`config.mk`:
```
export PLATFORM = sky130hd
export DESIGN_NAME = gpio_irq_ctrl
export DESIGN_NICKNAME = d
export VERILOG_FILES = /design/src/rtl/gpio_irq_pkg.sv /design/src/rtl/gpio_in_sync.sv /design/src/rtl/gpio_trig_det.sv /design/src/rtl/gpio_regbank.sv /design/src/rtl/gpio_irq_ctrl.sv
export SDC_FILE = /design/constraint.sdc
export NUM_CORES = 1
export LEC_CHECK = 0
export BUFFER_PORTS_ARGS = -buffer_cell sky130_fd_sc_hd__buf_2
export CORE_MARGIN = 2
export CORE_UTILIZATION = 62
export CTS_CLUSTER_DIAMETER = 30
export DETAILED_ROUTE_END_ITERATION = 12
export PLACE_DENSITY = 0.86
export SLEW_MARGIN = 20
export SYNTH_ARGS = -nofsm -noshare
export SYNTH_HDL_FRONTEND = slang
export SYNTH_HIERARCHICAL = 1
export SYNTH_SLANG_ARGS = --single-unit
export TNS_END_PERCENT = 50
```
`constraint.sdc`:
```
create_clock -name clk -period 5.01 [get_ports clk]
set_input_delay 1.002 -clock clk [delete_from_list [all_inputs] [get_ports clk]]
set_output_delay 1.002 -clock clk [all_outputs]
set_load 0.01 [all_outputs]
```
`src/rtl/gpio_irq_pkg.sv`:
```
package gpio_irq_pkg;

  // Trigger codes held per pin
  typedef enum logic [2:0] {
    TRG_FALL = 3'd0,
    TRG_RISE = 3'd1,
    TRG_LOW  = 3'd2,
    TRG_HIGH = 3'd3,
    TRG_BOTH = 3'd4
  } trig_e;

  // Word index (byte address bits [5:2]) of each register
  typedef enum logic [3:0] {
    RG_ENABLE = 4'h0,
    RG_STATUS = 4'h1,
    RG_VIEW   = 4'h2,
    RG_ACK    = 4'h3,
    RG_MSET   = 4'h4,
    RG_MCLR   = 4'h5,
    RG_DOUT   = 4'h6,
    RG_DIN    = 4'h7,
    RG_DIR    = 4'h8,
    RG_TRG_LO = 4'h9,
    RG_TRG_HI = 4'hA,
    RG_ALT    = 4'hE,
    RG_SRST   = 4'hF
  } reg_e;

  localparam int TRG_BITS    = 3;
  localparam int TRG_STRIDE  = 4;
  localparam int TRG_PER_REG = 8;

endpackage

```
`src/rtl/gpio_in_sync.sv`:
```
module gpio_in_sync #(
  parameter int W = 12
) (
  input  logic         clk,
  input  logic         rst_n,
  input  logic [W-1:0] d_i,
  output logic [W-1:0] q_o
);

  logic [W-1:0] s1_q;
  logic [W-1:0] s2_q;

  always_ff @(posedge clk or negedge rst_n) begin
    if (!rst_n) begin
      s1_q <= '0;
      s2_q <= '0;
    end else begin
      s1_q <= d_i;
      s2_q <= s1_q;
    end
  end

  assign q_o = s2_q;

endmodule

```
`src/rtl/gpio_trig_det.sv`:
```
module gpio_trig_det
  import gpio_irq_pkg::*;
(
  input  logic       clk,
  input  logic       rst_n,
  input  logic       en_i,
  input  logic [2:0] mode_i,
  input  logic       lvl_i,
  input  logic       ack_i,
  input  logic       wipe_i,
  output logic       st_o
);

  trig_e mode_e;
  logic  prev_q;
  logic  st_q;
  logic  st_d;
  logic  cond;
  logic  hit;

  assign mode_e = trig_e'(mode_i);

  // Next-state: trigger condition, then sticky status with set priority
  always_comb begin
    case (mode_e)
      TRG_FALL: cond = ~lvl_i & prev_q;
      TRG_RISE: cond = lvl_i & ~prev_q;
      TRG_LOW:  cond = ~lvl_i;
      TRG_HIGH: cond = lvl_i;
      TRG_BOTH: cond = lvl_i ^ prev_q;
      default:  cond = 1'b0;
    endcase
    hit  = cond & en_i;
    st_d = wipe_i ? 1'b0 : ((st_q & ~ack_i) | hit);
  end

  always_ff @(posedge clk or negedge rst_n) begin
    if (!rst_n) begin
      prev_q <= 1'b0;
      st_q   <= 1'b0;
    end else begin
      prev_q <= lvl_i;
      st_q   <= st_d;
    end
  end

  assign st_o = st_q;

  // a latched status bit only leaves through acknowledge or soft reset
  p_status_sticky_r3: assert property (@(posedge clk) disable iff (!rst_n)
    (st_q && !ack_i && !wipe_i) |=> st_q);

  // an active enabled level forces status on the next cycle
  p_level_hold_r4: assert property (@(posedge clk) disable iff (!rst_n)
    (en_i && !wipe_i && ((mode_i == TRG_HIGH && lvl_i) || (mode_i == TRG_LOW && !lvl_i)))
    |=> st_q);

  // a disabled pin never raises its status
  p_no_set_disabled_r10: assert property (@(posedge clk) disable iff (!rst_n)
    (!st_q && !en_i) |=> !st_q);

endmodule

```
`src/rtl/gpio_regbank.sv`:
```
module gpio_regbank
  import gpio_irq_pkg::*;
#(
  parameter int N = 12
) (
  input  logic                 clk,
  input  logic                 rst_n,
  input  logic                 wr_en_i,
  input  logic [3:0]           wr_idx_i,
  input  logic [31:0]          wr_data_i,
  output logic [N-1:0]         en_o,
  output logic [N-1:0]         mask_o,
  output logic [N-1:0]         dout_o,
  output logic [N-1:0]         dir_o,
  output logic [N-1:0]         alt_o,
  output logic [N-1:0][2:0]    mode_o,
  output logic                 srst_o,
  output logic [N-1:0]         ack_o
);

  localparam int LO_PINS = (N < TRG_PER_REG) ? N : TRG_PER_REG;

  logic [N-1:0]      en_q,   en_d;
  logic [N-1:0]      mask_q, mask_d;
  logic [N-1:0]      dout_q, dout_d;
  logic [N-1:0]      dir_q,  dir_d;
  logic [N-1:0]      alt_q,  alt_d;
  logic [N-1:0][2:0] mode_q, mode_d;
  logic              srst_q, srst_d;
  logic              ld;
  logic              unused_wdata;

  assign unused_wdata = ^wr_data_i;
  assign ld = srst_q | wr_en_i;

  always_comb begin
    en_d   = en_q;
    mask_d = mask_q;
    dout_d = dout_q;
    dir_d  = dir_q;
    alt_d  = alt_q;
    mode_d = mode_q;
    srst_d = srst_q;
    if (wr_en_i && wr_idx_i == RG_SRST) srst_d = wr_data_i[0];
    if (srst_q) begin
      en_d   = '0;
      mask_d = '0;
      dout_d = '0;
      dir_d  = '0;
      alt_d  = '0;
      mode_d = '0;
    end else if (wr_en_i) begin
      case (wr_idx_i)
        RG_ENABLE: en_d   = wr_data_i[N-1:0];
        RG_MSET:   mask_d = mask_q | wr_data_i[N-1:0];
        RG_MCLR:   mask_d = mask_q & ~wr_data_i[N-1:0];
        RG_DOUT:   dout_d = wr_data_i[N-1:0];
        RG_DIR:    dir_d  = wr_data_i[N-1:0];
        RG_ALT:    alt_d  = wr_data_i[N-1:0];
        RG_TRG_LO: begin
          for (int p = 0; p < LO_PINS; p++)
            mode_d[p] = wr_data_i[TRG_STRIDE*p +: TRG_BITS];
        end
        RG_TRG_HI: begin
          for (int p = TRG_PER_REG; p < N; p++)
            mode_d[p] = wr_data_i[TRG_STRIDE*(p-TRG_PER_REG) +: TRG_BITS];
        end
        default: ;
      endcase
    end
  end

  always_ff @(posedge clk or negedge rst_n) begin
    if (!rst_n) begin
      en_q   <= '0;
      mask_q <= '0;
      dout_q <= '0;
      dir_q  <= '0;
      alt_q  <= '0;
      mode_q <= '0;
      srst_q <= 1'b0;
    end else begin
      srst_q <= srst_d;
      if (ld) begin
        en_q   <= en_d;
        mask_q <= mask_d;
        dout_q <= dout_d;
        dir_q  <= dir_d;
        alt_q  <= alt_d;
        mode_q <= mode_d;
      end
    end
  end

  assign ack_o  = (wr_en_i && !srst_q && wr_idx_i == RG_ACK) ? wr_data_i[N-1:0] : '0;
  assign en_o   = en_q;
  assign mask_o = mask_q;
  assign dout_o = dout_q;
  assign dir_o  = dir_q;
  assign alt_o  = alt_q;
  assign mode_o = mode_q;
  assign srst_o = srst_q;

  // while soft reset is held the configuration sits at its defaults
  p_srst_hold_r9: assert property (@(posedge clk) disable iff (!rst_n)
    srst_q |=> (en_q == '0 && mask_q == '0 && dout_q == '0 && dir_q == '0 && mode_q == '0));

endmodule

```
`src/rtl/gpio_irq_ctrl.sv`:
```
module gpio_irq_ctrl
  import gpio_irq_pkg::*;
#(
  parameter int N = 12
) (
  input  logic         clk,
  input  logic         rst_n,
  input  logic         bus_we,
  input  logic [5:0]   bus_addr,
  input  logic [31:0]  bus_wdata,
  output logic [31:0]  bus_rdata,
  input  logic [N-1:0] pin_in,
  output logic [N-1:0] pin_out,
  output logic [N-1:0] pin_oe,
  output logic [N-1:0] pin_alt,
  output logic         irq
);

  localparam int LO_PINS = (N < TRG_PER_REG) ? N : TRG_PER_REG;

  logic [3:0]        idx;
  logic [N-1:0]      din;
  logic [N-1:0]      en;
  logic [N-1:0]      mask;
  logic [N-1:0]      alt;
  logic [N-1:0]      dout;
  logic [N-1:0]      dir;
  logic [N-1:0][2:0] mode;
  logic              srst;
  logic [N-1:0]      ack;
  logic [N-1:0]      st;
  logic [N-1:0]      view;
  logic [31:0]       trg_lo;
  logic [31:0]       trg_hi;
  logic              unused_addr;

  assign idx         = bus_addr[5:2];
  assign unused_addr = ^bus_addr[1:0];

  gpio_in_sync #(.W(N)) u_sync (
    .clk   (clk),
    .rst_n (rst_n),
    .d_i   (pin_in),
    .q_o   (din)
  );

  gpio_regbank #(.N(N)) u_regs (
    .clk       (clk),
    .rst_n     (rst_n),
    .wr_en_i   (bus_we),
    .wr_idx_i  (idx),
    .wr_data_i (bus_wdata),
    .en_o      (en),
    .mask_o    (mask),
    .dout_o    (dout),
    .dir_o     (dir),
    .alt_o     (alt),
    .mode_o    (mode),
    .srst_o    (srst),
    .ack_o     (ack)
  );

  for (genvar p = 0; p < N; p++) begin : g_pin
    gpio_trig_det u_det (
      .clk    (clk),
      .rst_n  (rst_n),
      .en_i   (en[p]),
      .mode_i (mode[p]),
      .lvl_i  (din[p]),
      .ack_i  (ack[p]),
      .wipe_i (srst),
      .st_o   (st[p])
    );
  end

  assign view    = st & en & ~mask;
  assign irq     = |view;
  assign pin_out = dout;
  assign pin_oe  = dir;
  assign pin_alt = alt;

  always_comb begin
    trg_lo = '0;
    trg_hi = '0;
    for (int p = 0; p < LO_PINS; p++)
      trg_lo[TRG_STRIDE*p +: TRG_BITS] = mode[p];
    for (int p = TRG_PER_REG; p < N; p++)
      trg_hi[TRG_STRIDE*(p-TRG_PER_REG) +: TRG_BITS] = mode[p];
  end

  always_comb begin
    case (idx)
      RG_ENABLE: bus_rdata = 32'(en);
      RG_STATUS: bus_rdata = 32'(st);
      RG_VIEW:   bus_rdata = 32'(view);
      RG_MSET:   bus_rdata = 32'(mask);
      RG_DOUT:   bus_rdata = 32'(dout);
      RG_DIN:    bus_rdata = 32'(din);
      RG_DIR:    bus_rdata = 32'(dir);
      RG_TRG_LO: bus_rdata = trg_lo;
      RG_TRG_HI: bus_rdata = trg_hi;
      RG_ALT:    bus_rdata = 32'(alt);
      RG_SRST:   bus_rdata = {31'd0, srst};
      default:   bus_rdata = '0;
    endcase
  end

  // with every pin masked the line stays low
  p_full_mask_r6: assert property (@(posedge clk) disable iff (!rst_n)
    (&mask) |-> !irq);

  // the line is only raised by a latched status bit
  p_irq_needs_status_r7: assert property (@(posedge clk) disable iff (!rst_n)
    irq |-> (st != '0));

endmodule

```
Yosys cells after proc, flatten, opt, wreduce, memory -nomap -nowiden

Index checks and enable logic that the tools add are counted.

Register bits: 145

Reductions and logical operators: 33
Mux-type cells: 45
Bitwise operators: 115
Equal/unequal tests: 60

Operator list:

| kind               | number |
|---|---|
| $pmux 31 s11       | 1 |
| $mux 12            | 16 |
| $eq 3x2->1 const B | 24 |
| $mux 36            | 2 |
| $pmux 1 s5         | 12 |
| $and 1x1->1        | 48 |
| $and 12x12->12     | 3 |
| $eq 3x1->1 const B | 12 |
| $eq 3x3->1 const B | 12 |
| $logic_not 3->1    | 12 |
| $not 1->1          | 36 |
| $mux 24            | 1 |
| $not 12->12        | 2 |
| $pmux 12 s2        | 1 |
| $reduce_and 3->1   | 7 |
| $eq 4x4->1 const B | 5 |
| $eq 4x3->1 const B | 4 |
| $reduce_bool 2->1  | 7 |
| $or 1x1->1         | 13 |
| $mux 1             | 12 |
| $or 12x12->12      | 1 |
| $reduce_or 12->1   | 1 |
| $xor 1x1->1        | 12 |
| $eq 4x2->1 const B | 2 |
| 5 further kinds    | 7 |

Longest topological paths before layout

Word-level depth: 8
Gate-level depth with buffers: 8
Depth with buffers taken out: 6

Modules after synthesis

The synthesis kept the hierarchy.

Modules (own cells, without submodules):

| module        | cells an instance | area each (um^2) | instances |
|---|---|---|---|
| gpio_regbank  | 376               | 4499.3           | 1 |
| gpio_trig_det | 15                | 152.6            | 12 |
| gpio_irq_ctrl | 198               | 1346.3           | 1 |
| gpio_in_sync  | 24                | 600.6            | 1 |

Worst setup path after synthesis

No wires, ideal clock.

Path type: input-to-output
Start point: input port bus_addr[5]
End point: output port bus_rdata[9]
Data required time: 4008 ps
Cell stages on the path: 7
Setup slack: 1938 ps
Buffers on the path: 3
Arrival: 2070 ps
Path through: buf_4 nor2b_4 buf_6 and3_4 buf_6 a222oi_1 o211ai_1

Cells in the longest elaborated chain, start to end: 2
Elaborated cells on any way between the ends: 12
Those cells by class: eq/ne: 10; mux: 1; reduce/logical: 1

RTL lines:

| what                               | line                | text |
|---|---|---|
| start, declared                    | gpio_irq_ctrl.sv:9  | `input logic [5:0] bus_addr,` |
| $eq 4x4->1 (tied with other cells) | gpio_irq_ctrl.sv:92 | `case (idx)` |
| $pmux 31 s11 *                     | gpio_irq_ctrl.sv:92 |  |
| end, declared                      | gpio_irq_ctrl.sv:11 | `output logic [31:0] bus_rdata,` |

Mark *: on every way between the ends. The rest lies on a longest branch, timed or not.

Final worst setup path

Same ends and word-level chain as after synthesis.

==> flow_summary.json <==
{
  "status": "finished clean",
  "core_area_um2": 13100,
  "grt_max_degree": 110,
  "skew_ns": 0.00713,
  "first_pass_iters": 6,
  "drv_cap": 0,
  "multiInputGateArea_um2": 4260,
  "crit_required_ns": 4.01,
  "postRouteAntennaNets": 0,
  "power_w": 0.00309,
  "cts_buffers": 17,
  "final_cell_mix": "dfrtp_1 (144), buf_2 (108), nand2b_1 (107)",
  "worst_slew_pin_slew_ns": 1.12,
  "p_seq_share_pct": 42.3,
  "dieWidth_um": 120,
  "fin_setup_tns_ns": 0,
  "fin_crit_sh_pct": 80.7,
  "regArea_um2": 3630,
  "vdd_drop_max_mv": 0.243,
  "insertion_delay_ns": 0.42,
  "path_clk_slew_ns": 0.06,
  "grtUsageTotal_pct": 32.9,
  "start_util_pct": 63.0,
  "place_ws_ns": 1.09,
  "ys_seq_elements": 145,
  "pwr-share-clk_pct": 43.9,
  "clockBufferDepth": 2,
  "cpMostUsedCell": "buf_2",
  "port_buffers": 109,
  "post-cts-setup-buffer-count": 0,
  "ctsRootBufferMaster": "clkbuf_16",
  "worst_slack_ns": 0.966,
  "drt_iter0_drc": 969,
  "startpoint_type": "input port",
  "rows": 42,
  "ys.flop_type": "dfrtp_1",
  "path_class": "in -> out",
  "num_vias": 6813,
  "p_sw_share_pct": 26.2,
  "grt.overflow.total": 0,
  "cp_max_fo": 43,
  "htreeDepth": 4,
  "fin_cells": 1054,
  "grt_antenna_before_repair": 0,
  "hp-class": "reg -> reg",
  "dp.cells": 1022,
  "fillers": 895,
  "synth_top_family_by_area": "simple AND/OR/NAND/NOR gates",
  "switchingPower_w": 0.000810,
  "ctsHoldBuffers": 0,
  "synth_fa_ha_area_share_pct": 3.63,
  "relSlewSlack_pct": 25.2,
  "synthXorXnorAreaFrac_pct": 1.27,
  "drive_above_1_share_pct": 21.1,
  "hold_violations": 0,
  "place.gp.congestion": 0.947,
  "synthCells": 778,
  "die_h_um": 120,
  "fin_util_pct": 71.9,
  "report.final.slew_viol_count": 0,
  "slowest_stage": "buf_2",
  "clock_sinks": 145,
  "largest_register_ff_count": 36,
  "grt_pass1_wl_mm": 36.2,
  "cp_data_arrival_time_ns": 3.04,
  "synthesis.area_um2": 8280,
  "grt_pass1_vias": 6749,
  "cts_tree": "built",
  "postSynthAreaPerCell_um2": 10.6,
  "synthMuxAreaShare_pct": 11.8,
  "mostFrequentLayoutCell": "dfrtp_1",
  "slowest_delay_ns": 0.67,
  "wire_per_inst_um": 22.1,
  "synth-simple-area-share_pct": 22.9,
  "n_antenna_cell": 0,
  "rsz0062_at_grt": "no",
  "dp_hpwl_mm": 15.1,
  "synth_seq_area_share_pct": 43.8,
  "synth_edf_count": 0,
  "worst_setup_path_end_kind": "output pin",
  "die_area_um2": 14300,
  "crit_path_cell_trace": "buf_2 -> nor2b_1 -> a22o_1 -> a222oi_1 -> o211ai_1 -> buf_2",
  "p_leak_nw": 4.55,
  "fmax_ghz": 0.247,
  "nets": 942,
  "synthToLayoutAreaGrowth_pct": 14.1,
  "synth_compound_area_share_pct": 11.6,
  "powerDensity_nw_per_um2": 327,
  "vias_per_cell": 6.46,
  "cts_resized": 0,
  "finalSetupViolations": 0,
  "ys_types": 61,
  "remaining_drc_errors": 0,
  "synthArstFlopShare_pct": 100,
  "ys_warn_count": 6,
  "io_pins": 122,
  "fin_crit_ns": 4.04,
  "drt_wl_total_mm": 23.3,
  "combPwrFrac_pct": 13.8,
  "intPower_w": 0.00228
}
## path summary, 6_finish.rpt
| kind | slack [ns] | startpoint | endpoint | cells past startpoint |
|---|---|---|---|---|
| hold reg to reg | 0.35 | u_sync/s1_q[1] | u_sync/q_o[1] | 0 |
| min in group asynchronous | 0.68 | rst_n | u_sync/s1_q[4] | 1 |
| hold / removal | 0.35 | u_sync/s1_q[1] | u_sync/q_o[1] | 0 |
| setup / recovery | 0.97 | bus_addr[5] | bus_rdata[9] | 6 |
| max in group asynchronous | 3.27 | rst_n | g_pin[2].u_det/prev_q | 2 |
| setup reg to reg | 2.79 | u_regs/srst_o | u_regs/dout_o[6] | 3 |
## synth_stat cells, drive strengths merged (18+ instances only)
master  instances  area (µm²)
buf            31         220
dfrtp         145        3630
nor2b          19         126
ha             24         300
clkbuf         19        72.6
mux2i          90         901
inv            31         116
nor2           37         154
nand2          18        72.6
nand3b         20         150
and2           27         171
o21ai          26         168
nand2b        108         678
## logic make-up after synthesis
logic type / after synthesis
other: 1
AOI/OAI and AO/OA: 118
adders and majority gates: 24
buffers and inverters: 81
and+or+nand+nor: 301
DFF: 145
xor gates and xnor gates: 12
muxes: 96
## through the flow
stage | hold slack, ns | cell area [µm²]
4_1_cts | 0.351 | 9440
5_1_grt | 0.359 | 9440
6_report | 0.350 | 9440
3_3_place_gp | 0.332 | 8810
2_1_floorplan | 0.331 | 8290
3_5_place_dp | 0.338 | 8810
## metal layers
metal	global-route usage, %	up-vias	wire length, µm
met5	0	-	0
met4	17.5	0	972
met3	7.22	92	2220
met2	52.3	446	11300
met1	42.3	3347	8820
li1	-	2928	-
## power groups by stage
stage / Clock [W] / Sequential, W / Combinational (W)
2_1_floorplan: 0 / 0.00131 / 0.000286
3_3_place_gp: 0 / 0.00132 / 0.000396
3_5_place_dp: 0 / 0.00132 / 0.000414
4_1_cts: 0.00136 / 0.00130 / 0.000418
5_1_grt: 0.00142 / 0.00132 / 0.000454
6_report: 0.00136 / 0.00131 / 0.000425
## area by class of cell
cell class / count / share of cell area, %
Clock inverter: 10 / 1.66
Tap cell: 176 / 2.33
Timing Repair Buffer: 114 / 6.24
Clock buffer: 22 / 5.02
Sequential cell: 145 / 38.4
Multi-Input combinational cell: 556 / 45.1
Inverter: 31 / 1.23
## worst max-delay path, delay by kind of cell
family          cells  cell delay, ns
simple gates        1            0.66
buf+inv             2            0.85
compound gates      3            0.50
No activity file was read; power rests on OpenSTA's default activity.
